$ cat config.mk
export PLATFORM = sky130hd
export DESIGN_NAME = opnd_shifter
export DESIGN_NICKNAME = d
export VERILOG_FILES = /design/src/rtl/opnd_shift_pkg.sv /design/src/rtl/opnd_shift_ctl.sv /design/src/rtl/opnd_shift_barrel.sv /design/src/rtl/opnd_shifter.sv
export SDC_FILE = /design/constraint.sdc
export NUM_CORES = 1
export LEC_CHECK = 0
export ABC_CLOCK_PERIOD_IN_PS = 3400
export BUFFER_PORTS_ARGS = -buffer_cell sky130_fd_sc_hd__buf_2
export CORE_MARGIN = 5
export CORE_UTILIZATION = 56
export DETAILED_ROUTE_END_ITERATION = 16
export GPL_ROUTABILITY_DRIVEN = 1
export PLACE_DENSITY_LB_ADDON = 0.05
export SLEW_MARGIN = 5
export SYNTH_ARGS = -nofsm -noshare
export SYNTH_HDL_FRONTEND = slang
export SYNTH_HIERARCHICAL = 1
export SYNTH_SLANG_ARGS = --single-unit
$ cat constraint.sdc
create_clock -name clk -period 3.4 [get_ports clk]
set_clock_uncertainty 0.1 [all_clocks]
set_input_delay 0.34 -clock clk [delete_from_list [all_inputs] [get_ports clk]]
set_output_delay 0.34 -clock clk [all_outputs]
set_load 0.01 [all_outputs]
$ cat src/rtl/opnd_shift_pkg.sv
package opnd_shift_pkg;
  // Shift kind encoding
  typedef enum logic [1:0] {
    SK_LSL = 2'b00,
    SK_LSR = 2'b01,
    SK_ASR = 2'b10,
    SK_ROR = 2'b11
  } shift_kind_e;
endpackage

$ cat src/rtl/opnd_shift_ctl.sv
// Turns kind + immediate field into barrel controls.
module opnd_shift_ctl
  import opnd_shift_pkg::*;
#(
  parameter int W  = 32,
  parameter int FW = $clog2(W),
  parameter int AW = FW + 1
) (
  input  logic [1:0]    kind,
  input  logic [FW-1:0] fld,
  input  logic          sign_bit,
  input  logic          cin,
  output logic [AW-1:0] amt,
  output logic          fill,
  output logic          upper_data,
  output logic          rev
);
  logic fld_zero;
  assign fld_zero = (fld == '0);

  always_comb begin
    amt        = AW'(fld);
    fill       = 1'b0;
    upper_data = 1'b0;
    rev        = 1'b0;
    unique case (shift_kind_e'(kind))
      SK_LSL: begin
        rev = 1'b1;                        // left shift via reversed right shift
      end
      SK_LSR: begin
        if (fld_zero) amt = AW'(W);        // zero field means full width
      end
      SK_ASR: begin
        fill = sign_bit;
        if (fld_zero) amt = AW'(W);
      end
      SK_ROR: begin
        if (fld_zero) begin
          amt  = AW'(1);                   // rotate through carry by one
          fill = cin;
        end else begin
          upper_data = 1'b1;
        end
      end
      default: ;
    endcase
  end
endmodule

$ cat src/rtl/opnd_shift_barrel.sv
// Log-stage right shifter over a widened vector.
module opnd_shift_barrel #(
  parameter int VW = 65,
  parameter int AW = 6
) (
  input  logic [VW-1:0] vin,
  input  logic          fill,
  input  logic [AW-1:0] amt,
  output logic [VW-1:0] vout
);
  logic [VW-1:0] stg [AW+1];
  assign stg[0] = vin;

  for (genvar i = 0; i < AW; i++) begin : g_stage
    localparam int S = 1 << i;
    assign stg[i+1] = amt[i] ? {{S{fill}}, stg[i][VW-1:S]} : stg[i];
  end

  assign vout = stg[AW];
endmodule

$ cat src/rtl/opnd_shifter.sv
module opnd_shifter #(
  parameter  int W  = 32,
  localparam int FW = $clog2(W)
) (
  input  logic          clk,
  input  logic          rst,
  input  logic [W-1:0]  din,
  input  logic [1:0]    kind,
  input  logic [FW-1:0] fld,
  input  logic          cin,
  output logic [W-1:0]  dout,
  output logic          cout
);
  localparam int AW = FW + 1;
  localparam int VW = 2 * W + 1;

  logic [AW-1:0] amt;
  logic          fill, upper_data, rev;

  opnd_shift_ctl #(.W(W), .FW(FW), .AW(AW)) ctl_i (
    .kind(kind), .fld(fld), .sign_bit(din[W-1]), .cin(cin),
    .amt(amt), .fill(fill), .upper_data(upper_data), .rev(rev)
  );

  logic [W-1:0] din_rev, data_in, upper, res_raw, res_rev, res;
  for (genvar b = 0; b < W; b++) begin : g_rev
    assign din_rev[b] = din[W-1-b];
    assign res_rev[b] = res_raw[W-1-b];
  end

  assign data_in = rev ? din_rev : din;
  assign upper   = upper_data ? data_in : {W{fill}};

  // The guard bit below the data becomes the carry when nothing is shifted out.
  logic [VW-1:0] vin, vout;
  assign vin = {upper, data_in, cin};

  opnd_shift_barrel #(.VW(VW), .AW(AW)) barrel_i (
    .vin(vin), .fill(fill), .amt(amt), .vout(vout)
  );

  assign res_raw = vout[W:1];
  assign res     = rev ? res_rev : res_raw;

  always_ff @(posedge clk) begin
    if (rst) begin
      dout <= '0;
      cout <= 1'b0;
    end else begin
      dout <= res;
      cout <= vout[0];
    end
  end
endmodule

# Yosys cells after proc, flatten, opt, wreduce, memory -nomap -nowiden

Index checks and enable logic that the tools add are counted.

Register bits: 33

Eq/ne operators: 3
Mux-type cells: 17
Reductions and logical operators: 3

Operators with widths:

| operator             | count |
|---|---|
| $mux W65             | 5 |
| $mux W32             | 3 |
| $mux W33             | 1 |
| $pmux W6 S2          | 1 |
| $mux W6              | 1 |
| $logic_not A5 Y1     | 1 |
| $mux W5              | 1 |
| $eq A2 B2 Y1 const B | 2 |
| $mux W1              | 4 |
| $eq A2 B1 Y1 const B | 1 |
| $logic_not A2 Y1     | 1 |
| $pmux W1 S2          | 1 |
| $reduce_or A2 Y1     | 1 |

# Depth between registers and ports, before layout

Depth after elaboration: 11
Gate-level depth with buffers: 16

# Hierarchy

The synthesis kept the hierarchy.

Modules (own cells, without submodules):

| module            | times used | cells an instance | area an instance (sq um) | sequential area each (sq um) |
|---|---|---|---|---|
| opnd_shift_barrel | 1          | 537               | 4,777.1                  | 0.0 |
| opnd_shifter      | 1          | 180               | 2,135.8                  | 660.6 |
| opnd_shift_ctl    | 1          | 19                | 147.6                    | 0.0 |

# Worst setup path before layout

OpenSTA, ideal clock, no wires.

Kind: in2reg
From: input fld[4]
To: register dout[30]
Arrival: 3.503 ns
Data required time: 3.172 ns
Setup slack: -0.330 ns
Cell stages on the path: 11
Buffers on the path: 2
Cells stage by stage: or4_4 -> o21a_1 -> clkbuf_1 -> buf_2 -> mux2_4 -> mux4_2 -> mux2_2 -> mux4_2 -> a221o_1 -> mux2i_1 -> nor2_1

Cells in the longest elaborated chain, start to end: 11
Elaborated cells between the ends (all ways): 16

Ends and longest elaborated chain:

| element                | RTL line                | RTL |
|---|---|---|
| start: declaration     | opnd_shifter.sv:9       | `input logic [FW-1:0] fld,` |
| $logic_not A5 Y1       | opnd_shift_ctl.sv:19    | `assign fld_zero = (fld == '0);` |
| $mux W1                | opnd_shift_ctl.sv:38    | `if (fld_zero) begin` |
| $mux W1                | opnd_shift_ctl.sv:26    | `unique case (shift_kind_e'(kind))` |
| via upper_data         | opnd_shifter.sv:18      | `logic fill, upper_data, rev;` |
| $mux W32               | opnd_shifter.sv:32      | `assign upper = upper_data ? data_in : {W{fill}};` |
| via upper[16]          | opnd_shifter.sv:25      | `logic [W-1:0] din_rev, data_in, upper, res_raw, res_rev, res;` |
| $mux W65 (5 in a row)  | opnd_shift_barrel.sv:16 | `assign stg[i+1] = amt[i] ? {{S{fill}}, stg[i][VW-1:S]} : stg[i];` |
| $mux W33               | opnd_shift_barrel.sv:16 |  |
| via vout[2]            | opnd_shifter.sv:35      | `logic [VW-1:0] vin, vout;` |
| $mux W32               | opnd_shifter.sv:43      | `assign res = rev ? res_rev : res_raw;` |
| end signal: assignment | opnd_shifter.sv:50      | `dout <= res;` |
| end: declaration       | opnd_shifter.sv:11      | `output logic [W-1:0] dout,` |

The timed path passes the listed nets, and every way through them passes these cells.
A chain may end at the register's enable or synchronous reset.

# Final worst setup path

From: input fld[4]
To: register dout[1]

The elaborated chain is that of the path after synthesis.

==> flow_summary_export.csv <==
group,metric,value,unit
clock_network,cts_hold_buf,0,
floorplanning,initial_core_util,56.6,%
floorplanning,die_x,120,um
grt,grt_overflow,0,
setup_path,crit_type,"input pin to flip-flop",
logic_synthesis,syn_avg_cell_area,9.94,um2
placed_design,dpl.hpwl,21300,um
sta,fmax,0.275,GHz
worst_hold_path,worstHoldStart,"rst",
setup_path,cpPeakStageDelay,0.53,ns
cells_and_area,area_delta_synth_final,38.1,%
logic_synthesis,syn_area,6740,um2
floorplanning,dieArea,14300,um2
logic_synthesis,synth_fp_nets,723,
cells_and_area,mostFrequentLayoutCells,"buf_4, mux2i_1, mux4_2",
grt,antenna_found_initial,0,
pwr,p_leak,4.16,nW
route,routed_wl,27600,um
route,postRouteAntennaNets,0,
clock_network,cts_tree,"built",
placed_design,placedInstanceArea,8570,um2
sta,setup_viol,25,
route,num_vias,7265,
sta,rsz0062_at_grt,"true",
placed_design,gp_congestion,1.10,
floorplanning,io_pins,75,
grt,grt_start_max_net_pins,34,
worst_hold_path,whs_endpoint,"dout[31]$_SDFF_PP0_",
worst_hold_path,hold_depth,2,
setup_path,startpoint_type,"input pin",
run_status,violations,"setup timing",
placed_design,portBuffers,74,
pwr,p_int,0.00200,W
setup_path,cp.arrival,3.69,ns
pwr,vdd.ir_drop.worst,0.190,mV
pwr,seqPwrFrac,14.1,%
floorplanning,rows,40,
pwr,p_sw_share,39.4,%
route,drtIter0Drc,773,
route,drt-pass1-iter-count,5,
cells_and_area,stdcell_area,9310,um2
grt,grt_util_all_layers,36.3,%
clock_network,clk_pin_slew,0.06,ns
setup_path,cp_slowest_cell,"or4_4",
floorplanning,coreArea,11900,um2
cells_and_area,fin_nets,940,
route,drc,0,
grt,grt_pass1_vias,7021,
setup_path,worstPathRequired,3.45,ns
clock_network,cts_buffer_depth,2,
sta,slew_violations,0,
cells_and_area,instances_no_fill,1043,
sta,maxSlewHeadroom,60.3,%
logic_synthesis,syn_inst,678,
pwr,power.density,354,nW/um2
pwr,switchingPower,0.00130,W
clock_network,numCtsBuffers,5,
setup_path,path_cells,"buf_6 -> or4_4 -> o21a_4 -> buf_12 -> mux2_4 -> mux4_2 -> mux2_4 -> mux4_2 -> a221o_1 -> mux2i_2 -> nor2_1",
setup_path,cp_max_fo,8,
sta,setup_slack,-0.242,ns
route,wl_per_cell,26.5,um
sta,worstMarginPinSlew,0.592,ns
cells_and_area,layout-drive-gt1-share,59.2,%
sta,hold_viol,0,
run_status,status,"finished with violations",
route,avgViaCountPerCell,6.97,
sta,min_period,3.64,ns
worst_hold_path,hold_class,"input pin to flip-flop",
cells_and_area,diodes,0,
pwr,clock_power_share,17.9,%
clock_network,root_buffer,"clkbuf_16",
flow_run,cap_violations,0,
setup_path,end_kind,"flip-flop",
floorplanning,die_h,120,um
clock_network,cts.htree.levels,2,
logic_synthesis,yosysWarnings,6,
placed_design,placedCellCount,1019,
grt,grt_pass1_wl,40400,um
cells_and_area,final_common_cell,"buf_4",
pwr,pwr-share-comb,68.1,%
sta,fin_crit_sh,107,%
clock_network,clkSinkCount,33,
[sequential cells by signal, summed over array words and instances (netlist names)]
name and count:
cout 1, dout 32
[metal layers]
layer / vias to the layer above / track usage [%] / wire (um)
li1: 3073 / - / -
met1: 3462 / 41.7 / 9480
met2: 565 / 62.7 / 13200
met3: 165 / 5.70 / 2420
met4: 0 / 23.7 / 2490
met5: - / 0 / 0
[layout make-up]
| type | instances | area [um2] |
|---|---|---|
| clock buffer | 5 | 125 |
| clock inverter | 3 | 68.8 |
| fill | 754 | 2600 |
| inverter | 9 | 33.8 |
| multi-input combinational | 558 | 5960 |
| sequential | 33 | 661 |
| tap | 147 | 184 |
| timing repair buffer | 288 | 2280 |
[how the worst max path moves through the flow]
stage / depth (start not counted) / slack (ns) / to / from
6_report: 11 / -0.24 / dout[1]$_SDFF_PP0_ / fld[4]
5_1_grt: 11 / -0.31 / dout[1]$_SDFF_PP0_ / fld[4]
4_1_cts: 11 / -0.20 / dout[1]$_SDFF_PP0_ / fld[4]
3_5_place_dp: 16 / -0.57 / dout[1]$_SDFF_PP0_ / kind[0]
3_3_place_gp: 11 / -0.51 / dout[1]$_SDFF_PP0_ / fld[4]
2_1_floorplan: 11 / -0.21 / dout[30]$_SDFF_PP0_ / fld[4]
[what timing repair did]
item / in CTS / in global routing
setup endpoints to repair: 32 / 33
pin swaps: 5 / 3
gates resized for setup: 30 / 46
gates cloned: 2 / 3
endpoints found under the hold margin: 0 / 0
setup buffers: 8 / 3
[worst max-delay path, delay by kind of cell]
kind / cells / cell delay, ns
muxes: 5 / 1.83
buffers and inverters: 2 / 0.25
and+or+nand+nor: 2 / 0.59
AOI/OAI and AO/OA: 2 / 0.66
[metrics by stage]
stage	hold WS (ns)	util [%]	setup WS, ns	TNS (ns)	power (W)
2_1_floorplan	0.475	-	-0.214	-0.964	0.00170
3_3_place_gp	0.638	71.9	-0.511	-10.94	0.00245
3_5_place_dp	0.633	71.9	-0.573	-13.18	0.00249
4_1_cts	0.421	75.6	-0.201	-1.81	0.00315
5_1_grt	0.465	78.1	-0.312	-4.49	0.00342
6_report	0.424	78.1	-0.242	-2.36	0.00329
[power groups by stage]
stage	combinational, W	sequential (W)	clock [W]
floorplan	0.00119	0.000505	0
global placement	0.00197	0.000471	0
detailed placement	0.00202	0.000471	0
CTS	0.00209	0.000464	0.000595
global route	0.00234	0.000469	0.000612
finish	0.00224	0.000463	0.000588
Note: power is estimated with default switching activity, not from simulation.
